[src/rtl/agg_pkg.sv]
package agg_pkg;
   localparam int CAUSE_BASE = 'h00;
   localparam int MASK_BASE  = 'h20;
   localparam int DOOR_OFS   = 'h30;

   typedef enum logic [1:0] {
      SEL_NONE  = 2'd0,
      SEL_CAUSE = 2'd1,
      SEL_MASK  = 2'd2,
      SEL_DOOR  = 2'd3
   } agg_kind_e;

   typedef struct packed {
      agg_kind_e  kind;
      logic [1:0] word;
   } agg_sel_t;
endpackage

[src/rtl/agg_regdec.sv]
module agg_regdec
   import agg_pkg::*;
#(
   parameter int AW        = 8,
   parameter int NUM_WORDS = 2
) (
   input  logic [AW-1:0] addr,
   output agg_sel_t      sel
);
   localparam logic [AW-5:0] CAUSE_HI = (AW-4)'(CAUSE_BASE >> 4);
   localparam logic [AW-5:0] MASK_HI  = (AW-4)'(MASK_BASE >> 4);
   localparam logic [AW-1:0] DOOR_A   = AW'(DOOR_OFS);

   logic aligned, in_range;

   always_comb begin
      aligned  = (addr[1:0] == 2'b00);
      in_range = (32'(addr[3:2]) < NUM_WORDS);
      sel.word = addr[3:2];
      sel.kind = SEL_NONE;
      if (aligned) begin
         if (addr == DOOR_A)
            sel.kind = SEL_DOOR;
         else if (addr[AW-1:4] == CAUSE_HI && in_range)
            sel.kind = SEL_CAUSE;
         else if (addr[AW-1:4] == MASK_HI && in_range)
            sel.kind = SEL_MASK;
      end
   end
endmodule

[src/rtl/agg_pending.sv]
module agg_pending #(
   parameter int NUM_SRC   = 64,
   parameter int NUM_WIRED = 21,
   parameter int DW        = 32,
   parameter int IDXW      = 6
) (
   input  logic                 clk,
   input  logic                 rst_n,
   input  logic [NUM_WIRED-1:0] wired,
   input  logic                 db_fire,
   input  logic [IDXW-1:0]      db_idx,
   input  logic                 clr_fire,
   input  logic [1:0]           clr_word,
   input  logic [DW-1:0]        clr_data,
   output logic [NUM_SRC-1:0]   pend
);
   for (genvar i = 0; i < NUM_SRC; i++) begin : g_bit
      logic set_i, clr_i;
      if (i < NUM_WIRED) begin : g_wired
         assign set_i = wired[i] | (db_fire && db_idx == IDXW'(i));
      end else begin : g_msg
         assign set_i = db_fire && db_idx == IDXW'(i);
      end
      assign clr_i = clr_fire && clr_word == 2'(i / DW) && clr_data[i % DW];

      always_ff @(posedge clk or negedge rst_n) begin
         if (!rst_n)      pend[i] <= 1'b0;
         else if (set_i)  pend[i] <= 1'b1;
         else if (clr_i)  pend[i] <= 1'b0;
      end
   end
endmodule

[src/rtl/agg_mask.sv]
module agg_mask #(
   parameter int NUM_SRC = 64,
   parameter int DW      = 32
) (
   input  logic               clk,
   input  logic               rst_n,
   input  logic               wr_fire,
   input  logic [1:0]         wr_word,
   input  logic [DW-1:0]      wr_data,
   output logic [NUM_SRC-1:0] mask
);
   for (genvar i = 0; i < NUM_SRC; i++) begin : g_bit
      always_ff @(posedge clk or negedge rst_n) begin
         if (!rst_n)
            mask[i] <= 1'b1;
         else if (wr_fire && wr_word == 2'(i / DW))
            mask[i] <= wr_data[i % DW];
      end
   end
endmodule

[src/rtl/agg_irq_reduce.sv]
module agg_irq_reduce #(
   parameter int NUM_SRC = 64
) (
   input  logic               clk,
   input  logic               rst_n,
   input  logic [NUM_SRC-1:0] pend,
   input  logic [NUM_SRC-1:0] mask,
   output logic               irq
);
   always_ff @(posedge clk or negedge rst_n) begin
      if (!rst_n) irq <= 1'b0;
      else        irq <= |(pend & ~mask);
   end
endmodule

[src/rtl/irq_doorbell_agg.sv]
module irq_doorbell_agg
   import agg_pkg::*;
#(
   parameter int NUM_SRC   = 64,
   parameter int NUM_WIRED = 21,
   parameter int DW        = 32,
   parameter int AW        = 8
) (
   input  logic                 clk,
   input  logic                 rst_n,
   input  logic [NUM_WIRED-1:0] wired_irq,
   input  logic                 bus_wr,
   input  logic                 bus_rd,
   input  logic [AW-1:0]        bus_addr,
   input  logic [DW-1:0]        bus_wdata,
   output logic [DW-1:0]        bus_rdata,
   output logic                 irq_out
);
   localparam int NUM_WORDS = (NUM_SRC + DW - 1) / DW;
   localparam int PADW      = NUM_WORDS * DW;
   localparam int IDXW      = $clog2(NUM_SRC);

   if (NUM_WORDS > 4) begin : g_chk_words
      $error("NUM_SRC needs more than four words per register group");
   end
   if (NUM_WIRED < 1 || NUM_WIRED > NUM_SRC) begin : g_chk_wired
      $error("NUM_WIRED must lie in 1..NUM_SRC");
   end
   if (DW != 32 || AW < 6) begin : g_chk_bus
      $error("register bus must be 32 bits wide with at least 6 address bits");
   end

   agg_sel_t           sel;
   logic [NUM_SRC-1:0] pend_q, mask_q;
   logic               db_fire, clr_fire, mask_fire;
   logic [PADW-1:0]    pend_pad, mask_pad;

   agg_regdec #(.AW(AW), .NUM_WORDS(NUM_WORDS)) u_dec (
      .addr (bus_addr),
      .sel  (sel)
   );

   assign db_fire   = bus_wr && sel.kind == SEL_DOOR && bus_wdata < DW'(NUM_SRC);
   assign clr_fire  = bus_wr && sel.kind == SEL_CAUSE;
   assign mask_fire = bus_wr && sel.kind == SEL_MASK;

   agg_pending #(.NUM_SRC(NUM_SRC), .NUM_WIRED(NUM_WIRED), .DW(DW), .IDXW(IDXW)) u_pend (
      .clk      (clk),
      .rst_n    (rst_n),
      .wired    (wired_irq),
      .db_fire  (db_fire),
      .db_idx   (bus_wdata[IDXW-1:0]),
      .clr_fire (clr_fire),
      .clr_word (sel.word),
      .clr_data (bus_wdata),
      .pend     (pend_q)
   );

   agg_mask #(.NUM_SRC(NUM_SRC), .DW(DW)) u_mask (
      .clk     (clk),
      .rst_n   (rst_n),
      .wr_fire (mask_fire),
      .wr_word (sel.word),
      .wr_data (bus_wdata),
      .mask    (mask_q)
   );

   agg_irq_reduce #(.NUM_SRC(NUM_SRC)) u_irq (
      .clk  (clk),
      .rst_n(rst_n),
      .pend (pend_q),
      .mask (mask_q),
      .irq  (irq_out)
   );

   assign pend_pad = PADW'(pend_q);
   assign mask_pad = PADW'(mask_q);

   always_ff @(posedge clk or negedge rst_n) begin
      if (!rst_n) begin
         bus_rdata <= '0;
      end else if (bus_rd) begin
         unique case (sel.kind)
            SEL_CAUSE: bus_rdata <= pend_pad[32'(sel.word)*DW +: DW];
            SEL_MASK:  bus_rdata <= mask_pad[32'(sel.word)*DW +: DW];
            default:   bus_rdata <= '0;
         endcase
      end else begin
         bus_rdata <= '0;
      end
   end
endmodule

[config.mk]
export PLATFORM = sky130hd
export DESIGN_NAME = irq_doorbell_agg
export DESIGN_NICKNAME = d
export VERILOG_FILES = /design/src/rtl/agg_pkg.sv /design/src/rtl/agg_regdec.sv /design/src/rtl/agg_pending.sv /design/src/rtl/agg_mask.sv /design/src/rtl/agg_irq_reduce.sv /design/src/rtl/irq_doorbell_agg.sv
export SDC_FILE = /design/constraint.sdc
export NUM_CORES = 1
export LEC_CHECK = 0
export BUFFER_PORTS_ARGS = -buffer_cell sky130_fd_sc_hd__buf_2
export CORE_MARGIN = 2
export CORE_UTILIZATION = 58
export CTS_BUF_LIST = sky130_fd_sc_hd__clkbuf_4 sky130_fd_sc_hd__clkbuf_8 sky130_fd_sc_hd__clkbuf_16
export CTS_CLUSTER_SIZE = 20
export DETAILED_ROUTE_END_ITERATION = 6
export PLACE_DENSITY = 0.81
export SLEW_MARGIN = 0
export SYNTH_ARGS = -nofsm -noshare
export SYNTH_HDL_FRONTEND = slang
export SYNTH_SLANG_ARGS = --single-unit
[constraint.sdc]
create_clock -name clk -period 1.5 [get_ports clk]
set_input_delay 0.15 -clock clk [delete_from_list [all_inputs] [get_ports clk]]
set_output_delay 0.15 -clock clk [all_outputs]
set_load 0.01 [all_outputs]
# --- Word level (Yosys, flattened, before mapping) ---
# Index checks and enable logic that the tools add are counted.
word_totals:
  reg_bits: 161
  input_bits: 65
  out_inout_bits: 33
  wordCells: 567
classes:
  n_lt_le_gt_ge: 2
  n_eq_ne: 69
  n_shift: 2
  muxes: 134
  n_bitwise: 23
  n_reduce_logical: 207
op_table:
  columns: ["op", "count"]
  rows:
  - ["$eq A6 B6 Y1 const B", 32]
  - ["$logic_and A1 B1 Y1", 138]
  - ["$mux W1", 128]
  - ["$reduce_bool A2 Y1", 64]
  - ["$shiftx A64 B8 Y32", 2]
  - ["$eq A6 B5 Y1 const B", 16]
  - ["$and A64 B64 Y64", 1]
  - ["$not A64 Y64", 1]
  - ["$pmux W32 S2", 1]
  - ["$reduce_or A64 Y1", 1]
  - ["$eq A6 B4 Y1 const B", 8]
  - ["$lt A32 B7 Y1 const B", 1]
  - ["$mux W32", 1]
  - ["$eq A6 B3 Y1 const B", 4]
  - ["$or A1 B1 Y1", 21]
  - ["$eq A6 B2 Y1 const B", 2]
  - ["$eq A8 B6 Y1 const B", 1]
  - ["$mux W2", 4]
  - ["$eq A6 B1 Y1 const B", 1]
  - ["$logic_not A6 Y1", 1]
  - ["$eq A2 B1 Y1 const B", 2]
  - ["$eq A2 B2 Y1 const B", 2]
  - ["$eq A4 B2 Y1 const B", 1]
  - ["$logic_not A2 Y1", 2]
  - ["other kinds (2)", 2]

# --- Logic depth before layout (Yosys ltp) ---
logic_depth:
  depth_word: 12
  ltp_mapped: 10

# --- Hierarchy ---
# Synthesis repeated with hierarchy kept, for this count alone.
unflattened:
  hier_cells: 601
  area_unflattened_um2: 8326.7
by_module_without_submodules:
  columns: ["module", "instances", "cells_per_inst", "area_each_um2"]
  rows:
  - ["agg_pending", 1, 246, 3236.9]
  - ["agg_mask", 1, 136, 2496.1]
  - ["irq_doorbell_agg", 1, 125, 1958.1]
  - ["agg_irq_reduce", 1, 86, 556.8]
  - ["agg_regdec", 1, 8, 78.8]

# --- Worst setup path before layout ---
# Ideal clock, no wire load.
synth_timing:
  path_type: "in2reg"
  start: "input bus_addr[7]"
  end: "register bus_rdata[0]"
  setup_time_ps: 119
  t_arrival_ps: 2245
  required_time_ps: 1381
  slack_ps: -864
  path_stages: 10
  cell_sequence: "or4_4 -> nor2_1 -> nand3_1 -> inv_1 -> ha_1 -> buf_2 -> buf_1 -> mux2i_1 -> o22ai_1 -> and2_1"
synth_via:
  elab_chain_cells: 9
  word_cells_on_any_way: 13
  classes_between: "eq/ne: 4; mux: 6; reduce/logical: 3"
synth_lines:
  columns: ["item", "line", "rtl"]
  rows:
  - ["from (decl)", "irq_doorbell_agg.sv:14", "input logic [AW-1:0] bus_addr,"]
  - ["$eq A4 B2 Y1", "agg_regdec.sv:26", "else if (addr[AW-1:4] == MASK_HI && in_range)"]
  - ["$logic_and A1 B1 Y1", "agg_regdec.sv:26", null]
  - ["$mux W2", "agg_regdec.sv:26", null]
  - ["$mux W2", "agg_regdec.sv:24", "else if (addr[AW-1:4] == CAUSE_HI && in_range)"]
  - ["$mux W2 (*)", "agg_regdec.sv:22", "if (addr == DOOR_A)"]
  - ["$mux W2 (*)", "agg_regdec.sv:21", "if (aligned) begin"]
  - ["$eq A2 B2 Y1 or $eq A2 B1 Y1 (tied branches)", "irq_doorbell_agg.sv:83", "unique case (sel.kind)"]
  - ["$pmux W32 S2 (*)", "irq_doorbell_agg.sv:83", null]
  - ["$mux W32 (*)", "irq_doorbell_agg.sv:82", "end else if (bus_rd) begin"]
  - ["to (signal assigned)", "irq_doorbell_agg.sv:84", "SEL_CAUSE: bus_rdata <= pend_pad[32'(sel.word)*DW +: DW];"]
  - ["to (signal assigned)", "irq_doorbell_agg.sv:85", "SEL_MASK: bus_rdata <= mask_pad[32'(sel.word)*DW +: DW];"]
  - ["to (decl)", "irq_doorbell_agg.sv:16", "output logic [DW-1:0] bus_rdata,"]
# Mark *: on every way between the ends. The rest lies on a longest branch, timed or not.
# A chain may end at the register's enable or synchronous reset.

# --- Worst setup path in the final report ---
layout_timing:
  start: "input bus_wdata[25]"
  end: "register u_pend.pend[8]"
layout_via:
  elab_chain_cells: 5
  word_cells_on_any_way: 6
  classes_between: "order compare: 1; mux: 1; bitwise: 1; reduce/logical: 3"
layout_lines:
  columns: ["item", "line", "rtl"]
  rows:
  - ["from (decl)", "irq_doorbell_agg.sv:15", "input logic [DW-1:0] bus_wdata,"]
  - ["$lt A32 B7 Y1 (*)", "irq_doorbell_agg.sv:43", "assign db_fire = bus_wr && sel.kind == SEL_DOOR && bus_wdata < DW'(NUM_SRC);"]
  - ["$logic_and A1 B1 Y1 (*)", "irq_doorbell_agg.sv:43", null]
  - ["$logic_and A1 B1 Y1 (*)", "agg_pending.sv:20", "assign set_i = wired[i] | (db_fire && db_idx == IDXW'(i));"]
  - ["$or A1 B1 Y1 (*)", "agg_pending.sv:20", null]
  - ["$mux W1 or $reduce_bool A2 Y1 (tied branches)", null, null]
  - ["to (signal, indexed assignment)", "agg_pending.sv:27", "if (!rst_n) pend[i] <= 1'b0;"]
  - ["to (signal, indexed assignment)", "agg_pending.sv:28", "else if (set_i) pend[i] <= 1'b1;"]
  - ["to (signal, indexed assignment)", "agg_pending.sv:29", "else if (clr_i) pend[i] <= 1'b0;"]
  - ["to (decl)", "agg_pending.sv:15", "output logic [NUM_SRC-1:0] pend"]
# Marked as above.

==> reports/summary.txt <==
vias per cell: 7.83
top cell type's share of synthesized area: 0.309
Design Area, Final: 11900 um2
fillers: 414
DRT Pass-1 Iters: 7
Slew Viols, Final: 2
Synth Register Bits: 161
routed wire length: 42100 um
CTS root buf: clkbuf_16
unrepaired setup endpoints after global routing: true
crit path DAT: 2820 ps
violated checks: DRC, capacitance limit, slew limit, setup timing
clock edge transition at the registers on the reported setup and hold paths: 70 ps
max cap viols: 1
Rows: 42
Slowest-stage cell, CP: nor4_1
CP Cell Sequence: buf_2 > nor4_1 > and4_1 > nand4_2 > buf_12 > o21ai_1
CTS tree: yes
leading area contributor after synthesis: dfrtp_1
Clock Tree Buf Depth: 2
P&R area growth vs syn: 52.0%
CP required: 1820 ps
fmax: 0.399 GHz
final worst setup slack: -1000 ps
final core area utilization: 0.901
Mapped Area: 7850 um2
Initial Util: 0.593
Final Cycle Share: 1.67
total chip power: 10.4 mW
GRT Util Overall: 0.460
clk_lat worst skew: 460 ps
Inst Count DP: 1045
Max VDD drop: 879 uV
number of global-route vias before repair: 8078
Worst Setup End Kind: register
initial drt markers: 2117
GRT overflow: 0
Mapped Cells: 732
H-tree depth: 4
hpwl dp: 17000 um
pwr dens: 870 nW/um2
TritonCTS Buffers: 17
yosys warns: 0
Nets: 1005
# clock sinks: 161
Post-Syn Area per Cell: 10.7 um2
Slowest Stage Delay on Critical Path: 1260 ps
die width: 120 um
first-pass GRT wire length: 48400 um
Slew @ Worst Pin: 1540 ps
Yosys cell types: 36
Final Hold Fails: 0
Rel. slew slack: -0.0345
CP Class: in -> reg
PortBufs: 97
Setup Skew: 16.7 ps
Seq/Total Area, Yosys: 0.523
layout cells sized above 1: 0.596
post-route insts no fill: 1129
synthesized net count: 800
post-layout min period: 2500 ps
Hold Path Class: in -> reg
Placeable Area: 13200 um2
DR vias: 8836
Crit Path Max Fanout: 11
pin count of the biggest net entering global routing: 47
die area: 14500 um2
gp weighted congestion: 0.924
Top Ports: 98
Placed Instance Area: 9200 um2
antenna viol nets, final: 0
DIE HEIGHT: 120 um
Remaining DRCs: 69
initial antenna violation count: 4
Pleak: 5.20 nW
Area contributors post-synth: dfrtp_1 (31%), dfstp_2 (21%), mux2_2 (8.8%), mux2i_1 (8.2%), nand2_1 (5.6%)
status: complete, but fails checks
Final setup viols: 161
type of origin of the critical path: primary input
DR WL/cell: 37.3 um
-- layer usage --
metal	part of all wire	wire length, um	up-vias	GRT usage
met5	0.0024	103	-	0
li1	-	-	2983	-
met3	0.17	7330	539	0.191
met4	0.12	5070	6	0.332
met2	0.40	16700	1184	0.662
met1	0.31	12900	4124	0.556
-- area by class of cell --
class / count / area, um2 / share of cell area
clock buffer: 27 / 532 / 0.0446
multi-input combinational: 512 / 4820 / 0.404
sequential: 161 / 4110 / 0.344
clock inverter: 5 / 100 / 0.00839
tap: 176 / 220 / 0.0185
inverter: 18 / 67.6 / 0.00566
timing repair buffer: 227 / 2080 / 0.174
antenna: 3 / 7.51 / 0.000629
-- flip-flops by register name (all words and copies together), names as in the netlist --
signal       flops
u_irq.irq        1
u_pend.pend     64
bus_rdata       32
u_mask.mask     64
-- kinds of logic (layout without fill, tap and decap cells) --
kind of cell,Yosys count,in the layout,share of synthesized area
other,0,3,0
DFF,161,161,0.523
adders and majority gates,3,3,0.00478
AOI/OAI and AO/OA,134,134,0.0995
muxes,128,128,0.173
and+or+nand+nor,247,247,0.165
buffers and inverters,59,277,0.0335
-- path summary, 6_finish.rpt --
check | startpoint | endpoint | slack (ps) | cells after the start
max | bus_wdata[25] | u_pend.pend[8]$_DFFE_PN0P_ | -1000 | 6
min | bus_wdata[18] | u_mask.mask[18]$_DFFE_PN1P_ | 80 | 2
max reg2reg | u_mask.mask[13]$_DFFE_PN1P_ | u_irq.irq$_DFF_PN0_ | -550 | 4
min reg2reg | u_pend.pend[52]$_DFFE_PN0P_ | u_pend.pend[52]$_DFFE_PN0P_ | 530 | 2
max in group asynchronous | rst_n | u_mask.mask[48]$_DFFE_PN1P_ | 710 | 3
min in group asynchronous | rst_n | u_pend.pend[14]$_DFFE_PN0P_ | 120 | 2
-- critical path, delay by kind of cell --
kind / cells / cell delay (ps)
compound gates: 1 / 320
buf+inv: 2 / 320
simple gates: 3 / 2020
-- cells in the mapped netlist (all sizes together) --
master / count
nand2: 118
dfrtp: 97
dfstp: 64
mux2: 64
mux2i: 64
o21ai: 64
nand2b: 50
and2: 33
o22ai: 32
clkbuf: 22
a21oi: 21
buf: 19
inv: 18
o2111ai: 16
nor4: 9
nor2: 8
nand3: 7
nor2b: 7
nand4: 6
ha: 3
or2: 2
or4: 2
and4: 1
and4b: 1
nor4b: 1
nor4bb: 1
o21a: 1
or4b: 1
-- metrics by stage --
stage          TNS (ps)  hold slack (ps)  worst slack, ps
6_report         -92960             75.6            -1000
5_1_grt          -83940             72.9            -1070
4_1_cts          -37560             54.3             -312
3_5_place_dp    -110780             16.0             -766
3_3_place_gp    -101830             17.2             -701
2_1_floorplan    -76850             -146             -545
-- layout by cell type, fill, tap and decap left out, types with 29 or more instances in the layout --
master    count
nand2b_1     39
nand2_2      43
mux2_4       64
o21ai_1      43
and2_1       29
mux2i_1      38
dfrtp_1      97
nand2_1      30
nand2_4      45
buf_4        62
buf_2        94
dfstp_2      64
-- power by group --
group / total [mW] / internal, mW / switching, mW
sequential: 4.56 / 4.47 / 0.0860
clock: 4.87 / 2.93 / 1.94
combinational: 0.952 / 0.390 / 0.562
total: 10.4 / 7.79 / 2.59
-- timing repair --
item / in CTS / in global routing
cloned: 9 / 4
buffers inserted: 16 / 8
hold buffers: 22 / 0
hold endpoints to repair: 124 / 0
pin swaps: 79 / 62
setup endpoints to repair: 161 / 161
resized for setup: 213 / 182
(Power assumes the default switching activity.)
